File: config.mk
export PLATFORM = sky130hd
export DESIGN_NAME = xroad_light_seq
export DESIGN_NICKNAME = d
export VERILOG_FILES = /design/src/rtl/xroad_pkg.sv /design/src/rtl/xroad_dwell_timer.sv /design/src/rtl/xroad_step_fsm.sv /design/src/rtl/xroad_lamp_encode.sv /design/src/rtl/xroad_light_seq.sv
export SDC_FILE = /design/constraint.sdc
export NUM_CORES = 1
export LEC_CHECK = 0
export ABC_AREA = 1
export BUFFER_PORTS_ARGS = -buffer_cell sky130_fd_sc_hd__buf_2
export CAP_MARGIN = 10
export CORE_MARGIN = 2
export CORE_UTILIZATION = 60
export DETAILED_ROUTE_END_ITERATION = 16
export PLACE_DENSITY = 0.89
export SLEW_MARGIN = 20
export SYNTH_ARGS = -nofsm -noshare
export SYNTH_HDL_FRONTEND = slang
export SYNTH_SLANG_ARGS = --single-unit
File: constraint.sdc
create_clock -name clk -period 3.4 [get_ports clk]
set_input_delay 0.68 -clock clk [delete_from_list [all_inputs] [get_ports clk]]
set_output_delay 0.68 -clock clk [all_outputs]
set_load 0.03 [all_outputs]
File: src/rtl/xroad_pkg.sv
package xroad_pkg;
    localparam int NUM_STEPS = 8;
    localparam int STEP_W    = $clog2(NUM_STEPS);
    localparam int LAMP_W    = 8;

    typedef enum logic [STEP_W-1:0] {
        ST_CLEAR_EW = 3'd0,
        ST_EW_PREP  = 3'd1,
        ST_EW_GO    = 3'd2,
        ST_EW_STOP  = 3'd3,
        ST_CLEAR_NS = 3'd4,
        ST_NS_PREP  = 3'd5,
        ST_NS_GO    = 3'd6,
        ST_NS_STOP  = 3'd7
    } step_e;

    typedef struct packed {
        logic       ew_red;
        logic       ew_amber;
        logic       ew_green;
        logic       ns_red;
        logic       ns_amber;
        logic       ns_green;
        logic [1:0] spare;
    } lamp_t;
endpackage

File: src/rtl/xroad_dwell_timer.sv
module xroad_dwell_timer #(
    parameter int DWELL_W = 16
) (
    input  logic               clk,
    input  logic               rst,
    input  logic               en,
    input  logic [DWELL_W-1:0] dwell,
    output logic               expire
);
    localparam logic [DWELL_W-1:0] ONE = DWELL_W'(1);

    logic [DWELL_W-1:0] limit_q;
    logic [DWELL_W-1:0] elapsed_q;
    logic [DWELL_W-1:0] floor_dwell;

    always_comb floor_dwell = (dwell == '0) ? ONE : dwell;

    assign expire = en && (elapsed_q == limit_q - ONE);

    always_ff @(posedge clk) begin
        if (rst) begin
            limit_q   <= floor_dwell;
            elapsed_q <= '0;
        end else if (en) begin
            if (expire) begin
                limit_q   <= floor_dwell;
                elapsed_q <= '0;
            end else begin
                elapsed_q <= elapsed_q + ONE;
            end
        end
    end

    p_limit_nonzero_r5: assert property (@(posedge clk) disable iff (rst)
        limit_q != '0);

    p_elapsed_bound_r4: assert property (@(posedge clk) disable iff (rst)
        elapsed_q < limit_q);

    p_pause_r6: assert property (@(posedge clk) disable iff (rst)
        (!en && !$past(rst)) |=> $stable(elapsed_q) && $stable(limit_q));
endmodule

File: src/rtl/xroad_step_fsm.sv
module xroad_step_fsm
    import xroad_pkg::*;
(
    input  logic  clk,
    input  logic  rst,
    input  logic  advance,
    output step_e step_q,
    output logic  pulse_q
);
    step_e step_d;

    always_comb begin
        step_d = step_q;
        if (advance) begin
            unique case (step_q)
                ST_CLEAR_EW: step_d = ST_EW_PREP;
                ST_EW_PREP:  step_d = ST_EW_GO;
                ST_EW_GO:    step_d = ST_EW_STOP;
                ST_EW_STOP:  step_d = ST_CLEAR_NS;
                ST_CLEAR_NS: step_d = ST_NS_PREP;
                ST_NS_PREP:  step_d = ST_NS_GO;
                ST_NS_GO:    step_d = ST_NS_STOP;
                ST_NS_STOP:  step_d = ST_CLEAR_EW;
            endcase
        end
    end

    always_ff @(posedge clk) begin
        if (rst) begin
            step_q  <= ST_CLEAR_EW;
            pulse_q <= 1'b0;
        end else begin
            step_q  <= step_d;
            pulse_q <= advance;
        end
    end

    p_next_in_order_r3: assert property (@(posedge clk) disable iff (rst)
        (!$past(rst) && step_q != $past(step_q)) |->
            step_q == step_e'($past(step_q) + 3'd1));

    p_pulse_means_change_r7: assert property (@(posedge clk) disable iff (rst)
        pulse_q |-> step_q != $past(step_q));

    p_change_gives_pulse_r7: assert property (@(posedge clk) disable iff (rst)
        (!$past(rst) && step_q != $past(step_q)) |-> pulse_q);

    p_reset_wins_r9: assert property (@(posedge clk)
        rst |=> (step_q == ST_CLEAR_EW) && !pulse_q);
endmodule

File: src/rtl/xroad_lamp_encode.sv
module xroad_lamp_encode
    import xroad_pkg::*;
(
    input  step_e step,
    output lamp_t lamps
);
    always_comb begin
        lamps = '{ew_red: 1'b1, ew_amber: 1'b0, ew_green: 1'b0,
                  ns_red: 1'b1, ns_amber: 1'b0, ns_green: 1'b0, spare: 2'b00};
        unique case (step)
            ST_CLEAR_EW, ST_CLEAR_NS: ;
            ST_EW_PREP: lamps.ew_amber = 1'b1;
            ST_EW_GO: begin
                lamps.ew_red   = 1'b0;
                lamps.ew_green = 1'b1;
            end
            ST_EW_STOP: begin
                lamps.ew_red   = 1'b0;
                lamps.ew_amber = 1'b1;
            end
            ST_NS_PREP: lamps.ns_amber = 1'b1;
            ST_NS_GO: begin
                lamps.ns_red   = 1'b0;
                lamps.ns_green = 1'b1;
            end
            ST_NS_STOP: begin
                lamps.ns_red   = 1'b0;
                lamps.ns_amber = 1'b1;
            end
        endcase
    end
endmodule

File: src/rtl/xroad_light_seq.sv
module xroad_light_seq
    import xroad_pkg::*;
#(
    parameter int DWELL_W = 16
) (
    input  logic               clk,
    input  logic               rst,
    input  logic               en,
    input  logic [DWELL_W-1:0] dwell,
    output logic [LAMP_W-1:0]  lamp_byte,
    output logic [STEP_W-1:0]  step_idx,
    output logic               step_pulse
);
    logic  expire;
    step_e step;
    lamp_t lamps;

    xroad_dwell_timer #(.DWELL_W(DWELL_W)) u_timer (
        .clk    (clk),
        .rst    (rst),
        .en     (en),
        .dwell  (dwell),
        .expire (expire)
    );

    xroad_step_fsm u_fsm (
        .clk     (clk),
        .rst     (rst),
        .advance (expire),
        .step_q  (step),
        .pulse_q (step_pulse)
    );

    xroad_lamp_encode u_enc (
        .step  (step),
        .lamps (lamps)
    );

    assign lamp_byte = lamps;
    assign step_idx  = step;

    p_greens_exclusive_r8: assert property (@(posedge clk) disable iff (rst)
        !(lamp_byte[5] && lamp_byte[2]));

    p_green_needs_cross_red_r8: assert property (@(posedge clk) disable iff (rst)
        (lamp_byte[5] -> lamp_byte[4]) && (lamp_byte[2] -> lamp_byte[7]));

    p_spare_low_r2: assert property (@(posedge clk) disable iff (rst)
        lamp_byte[1:0] == 2'b00);

    p_frozen_r6: assert property (@(posedge clk) disable iff (rst)
        (!en && !$past(rst)) |=> $stable(step_idx) && !step_pulse);
endmodule

-- Yosys cells after proc, flatten, opt, wreduce, memory -nomap -nowiden
Memories as Yosys holds them, arrays and structs flattened. A register that Yosys moved wholly into a read port is not among the register bits.
Index checks and enable logic that the tools add are counted.
- register bits: 33
- memory bits (read-only): 24
- input bits: 19
- output and inout bits: 12
- logic and storage cells: 33
- memories kept: 1
- add/sub/neg operators: 2
- equality and inequality tests: 7
- multiplexer cells: 11
- reductions and logical operators: 9
- memory list (name ; depth ; width ; read ports ; clocked after Yosys merged registers in ; write ports ; RTL line ; source):
    (no name shown) ; 8 ; 3 ; 1 ; 1 ; 0 ; xroad_step_fsm.sv:15 ; unique case (step_q)
- operator list (cell ; number):
    16-bit two-way mux ; 5
    16-bit by 1-bit adder with 16-bit output (second input constant) ; 1
    16-bit == test ; 1
    16-bit logical NOT ; 1
    16-bit by 1-bit subtractor with 16-bit output (second input constant) ; 1
    3-bit == test (second input constant) ; 3
    2-bit OR reduction ; 4
    3-bit by 2-bit == test with 1-bit output (second input constant) ; 2
    1-bit two-way mux ; 6
    2-bit nonzero test ; 2
    3-bit by 1-bit == test with 1-bit output (second input constant) ; 1
    2-bit AND reduction ; 1
    1-bit logical AND ; 1

-- Depth between registers and ports, before layout
- word-level depth: 6
- depth in mapped cells: 16
- gate-level depth less buffers: 16

-- Cells and area by module
From an unflattened synthesis, not the netlist that was laid out.
- cells, all modules: 307
- area total of the unflattened synthesis: 2233.4 um^2
- modules (own cells, without submodules) (module ; instances ; cells an instance ; area each (um^2) ; seq. area each (um^2)):
    xroad_dwell_timer ; 1 ; 269 ; 1986.9 ; 800.8
    xroad_step_fsm ; 1 ; 20 ; 161.4 ; 80.1
    xroad_lamp_encode ; 1 ; 18 ; 85.1 ; 0.0

-- Worst setup path before layout
Ideal clock, no wire load.
- kind: register to output
- start point: register u_fsm.step_q[0]
- end point: output port lamp_byte[4]
- data arrival time: 1643 ps
- data required time: 2720 ps
- slack: 1077 ps
- stages on the path, launching flop included: 4
- buffers on the path: 0
- cells stage by stage: dfxtp_1 inv_1 ha_1 o21ai_0
- cells in the longest elaborated chain, start to end: 3
- elaborated cells between the ends (all ways): 4
- those cells by class: eq/ne: 2; mux: 1; reduce/logical: 1
- ends and longest elaborated chain (element ; RTL line ; source):
    start: declaration ; xroad_step_fsm.sv:7 ; output step_e step_q,
    3-bit == test ; xroad_lamp_encode.sv:10 ; unique case (step)
    2-bit OR reduction (no source line) (*) ; n/a ;
    1-bit two-way mux (*) ; xroad_lamp_encode.sv:10 ;
    end: declaration ; xroad_light_seq.sv:10 ; output logic [LAMP_W-1:0] lamp_byte,
Every way passes the cells marked *; elsewhere a longest branch is shown, timed or not.

-- Worst setup path after layout
- start point: register u_timer.limit_q[0]
- end point: register u_timer.limit_q[3] (enable)
- cells in the longest elaborated chain, start to end: 5
- ends and longest elaborated chain (element ; RTL line ; source):
    start: declaration ; xroad_dwell_timer.sv:12 ; logic [DWELL_W-1:0] limit_q;
    start signal: assignment ; xroad_dwell_timer.sv:22 ; limit_q <= floor_dwell;
    start signal: assignment ; xroad_dwell_timer.sv:26 ; limit_q <= floor_dwell;
    16-bit by 1-bit subtractor with 16-bit output ; xroad_dwell_timer.sv:18 ; assign expire = en && (elapsed_q == limit_q - ONE);
    16-bit == test ; xroad_dwell_timer.sv:18 ;
    1-bit logical AND ; xroad_dwell_timer.sv:18 ;
    2-bit nonzero test (no source line) ; n/a ;
    2-bit AND reduction (no source line) ; n/a ;
Every way passes these cells.
A chain may end at the register's enable or synchronous reset.

==> results.md <==
- Total CTS buffers: 5
- Number of synthesized flops with an enable pin: 16
- Area contributors post-synth: edfxtp_1 (20%), dfxtp_1 (17%), nand2_1 (16%)
- Post-synth top area share: 0.1981
- Final setup viols: 0
- ANT nets after route: 0
- Final Slew Violations: 0
- Ys async rst share: 0
- Ys flop type: dfxtp_1
- Routed WL: 4.657 mm
- Top cells by count, synth: nand2_1 (105), inv_1 (49), nor2_1 (43)
- Antenna violations before repair: 0
- Seq cells post-synth: 36
- Tcrit/Tclk final: 0.6890
- Starting density of the core: 0.6150
- CP Data Arrival Time: 2.29 ns
- Peak VDD IR: 0.0003066 V
- Vias in the first global route: 1923
- Tmin final: 2.343 ns
- Via density: 5.048
- Hold_buf cts: 0
- P_leak: 1.222 nW
- Fin Setup TNS: 0 ns
- Worst setup path class: flip-flop to flip-flop
- Global-route wire length before repair: 7.969 mm
- Die Height: 67.57 um
- Distinct cell type count after synthesis: 30
- Final Hold Fails: 0
- Drt first pass iters: 5
- Endpoint class of the critical path: flip-flop
- Fmax: 426.9 MHz
- Met1 usage: 0.2862
- DRC: 0
- Die X: 67.57 um
- Sink Count: 36
- Max Clock Skew: 0.003836 ns
- Final weighted congestion in routability-driven placement: 0.9605
- CP required: 3.35 ns
- Antenna diode count: 0
- Syn_area_per_cell: 6.869 um2
- Setup WS post-layout: 1.057 ns
- Yosys warning count: 0
- Number of cell rows: 23
- Via count: 2120
- Layer carrying the most global-route usage: met2
- Most used cell, CP: nand2_1
- Remaining Overflow, GRT: 0
- Total Nets Final: 395
- Max FO, Critical Path: 32
- Largest net degree at the start of global routing: 33
- Most frequent cell after synthesis: nand2_1
- Sequential fraction of the synthesis area: 0.3633
- Total GRT Usage: 0.2346
- Port Buffers: 28
- HPWL Detailed: 3.753 mm
- Crit path largest cell delay: 0.40 ns
- Total power: 0.8937 mW
- Core ar.: 0.003943 mm2
- GR Util met3: 0.04333
- Met2 Use GR: 0.4056
- H-tree Lvls: 2
- Routed WL per cell: 11.09 um
- Ports: 31
- Maxcap violations: 0
- Slowest stage cell, crit path: edfxtp_1
- Die area: 0.004566 mm2
- CTS tree: done
- Worst-Skew Late Latency: 0.28 ns
- Setup Buffers After CTS: 0
- Number of DRC markers in iteration 0: 116
- CTS clock-pin slew for the worst setup and hold paths: 0.07 ns
- Buffers from clock root to sink, at most: 2
- Yosys top cell by area: edfxtp_1
- RSZ-0062 raised after global routing: no
- CP startpoint kind: flip-flop
- Syn Inst Count: 353
- PwrDens: 342.1 mW/mm2
- Resized Gates After CTS: 0
- Layout cell share with drive strength beyond 1: 0.1405
- Post-Syn Area: 0.002425 mm2
- Clk root buf: clkbuf_8
- Critical-path cell list: inv_1 > ha_1 > nand2_1 > nor2_2 > nand2_1 > nand3_1 > nand2_1 > nand3b_1 > nor2_1 > nand3_2 > nand2_4
- Status: complete, no violations
- Post-Place Worst Slack: 1.064 ns
- Area grow syn2layout: 7.740%
- HP Class: flip-flop to flip-flop
critical path: cells and delay by family (launching register included):
family        cells  cell delay, ns
flops             1            0.40
buf+inv           1            0.11
fa+ha+maj         1            0.26
simple gates      9            1.23
report_power, final:
group,internal [mW],switching (mW)
Clock,0.140,0.142
Sequential,0.472,0.0216
Combinational,0.0445,0.0740
registers in the layout, indices dropped and copies added (netlist names):
name,count
u_timer.limit_q,16
u_fsm.pulse_q,1
u_timer.elapsed_q,16
u_fsm.step_q,3
path summary, 6_finish.rpt:
| check | from | to | slack [ns] | depth (start not counted) |
|---|---|---|---|---|
| worst max register to register | u_timer.limit_q[0]$_SDFFCE_PN1P_ | u_timer.limit_q[3]$_SDFFCE_PN0P_ | 1.06 | 11 |
| worst min-delay path | u_timer.elapsed_q[6]$_SDFFE_PP0P_ | u_timer.elapsed_q[6]$_SDFFE_PP0P_ | 0.52 | 2 |
| worst max-delay path | u_timer.limit_q[0]$_SDFFCE_PN1P_ | u_timer.limit_q[3]$_SDFFCE_PN0P_ | 1.06 | 11 |
| worst min register to register | u_timer.elapsed_q[6]$_SDFFE_PP0P_ | u_timer.elapsed_q[6]$_SDFFE_PP0P_ | 0.52 | 2 |
placed cells by master (no fill, tap or decap), drive strengths merged, types with 6 or more instances in the layout:
| cell | n |
|---|---|
| ha | 7 |
| o21ai | 7 |
| nand2 | 109 |
| edfxtp | 16 |
| nand3 | 23 |
| clkbuf | 6 |
| buf | 28 |
| nor2 | 53 |
| nor3 | 8 |
| xnor2 | 8 |
| dfxtp | 20 |
| xor2 | 8 |
| inv | 49 |
| a21oi | 7 |
metrics by stage:
stage / instance area, um2 / util / std cells / hold WS [ns]
after floorplan: 2429 / - / 354 / 0.5000
after global placement: 2532 / 0.6423 / 412 / 0.5128
after detailed placement: 2532 / 0.6423 / 412 / 0.5168
after CTS: 2613 / 0.6626 / 420 / 0.5267
after global routing: 2613 / 0.6626 / 420 / 0.5417
final: 2613 / 0.6626 / 420 / 0.5229
cell families (layout without fill, tap and decap cells):
| group | count (synthesis) | after routing | share of synthesized area |
|---|---|---|---|
| AO/OA/AOI/OAI | 16 | 16 | 0.03560 |
| flip-flops | 36 | 36 | 0.3633 |
| adder cells (fa/ha/maj) | 7 | 7 | 0.03612 |
| XOR/XNOR | 16 | 16 | 0.05779 |
| AND/OR/NAND/NOR | 208 | 208 | 0.3891 |
| other | 1 | 2 | 0.001547 |
| buffers and inverters | 69 | 85 | 0.1166 |
routing by layer:
layer / wire, um / vias up
met5: 0 / -
met4: 108 / 0
met3: 255 / 10
met2: 2220 / 68
met1: 2073 / 930
li1: - / 1112
final cells by class:
class	count	area, um2
tap	50	62.56
clock buffer	6	72.57
multi-input combinational	249	1265
timing repair buffer	28	140.1
clock inverter	2	7.507
fill	330	1330
sequential	36	880.8
inverter	49	183.9
Power figures use the tool's default switching activity.
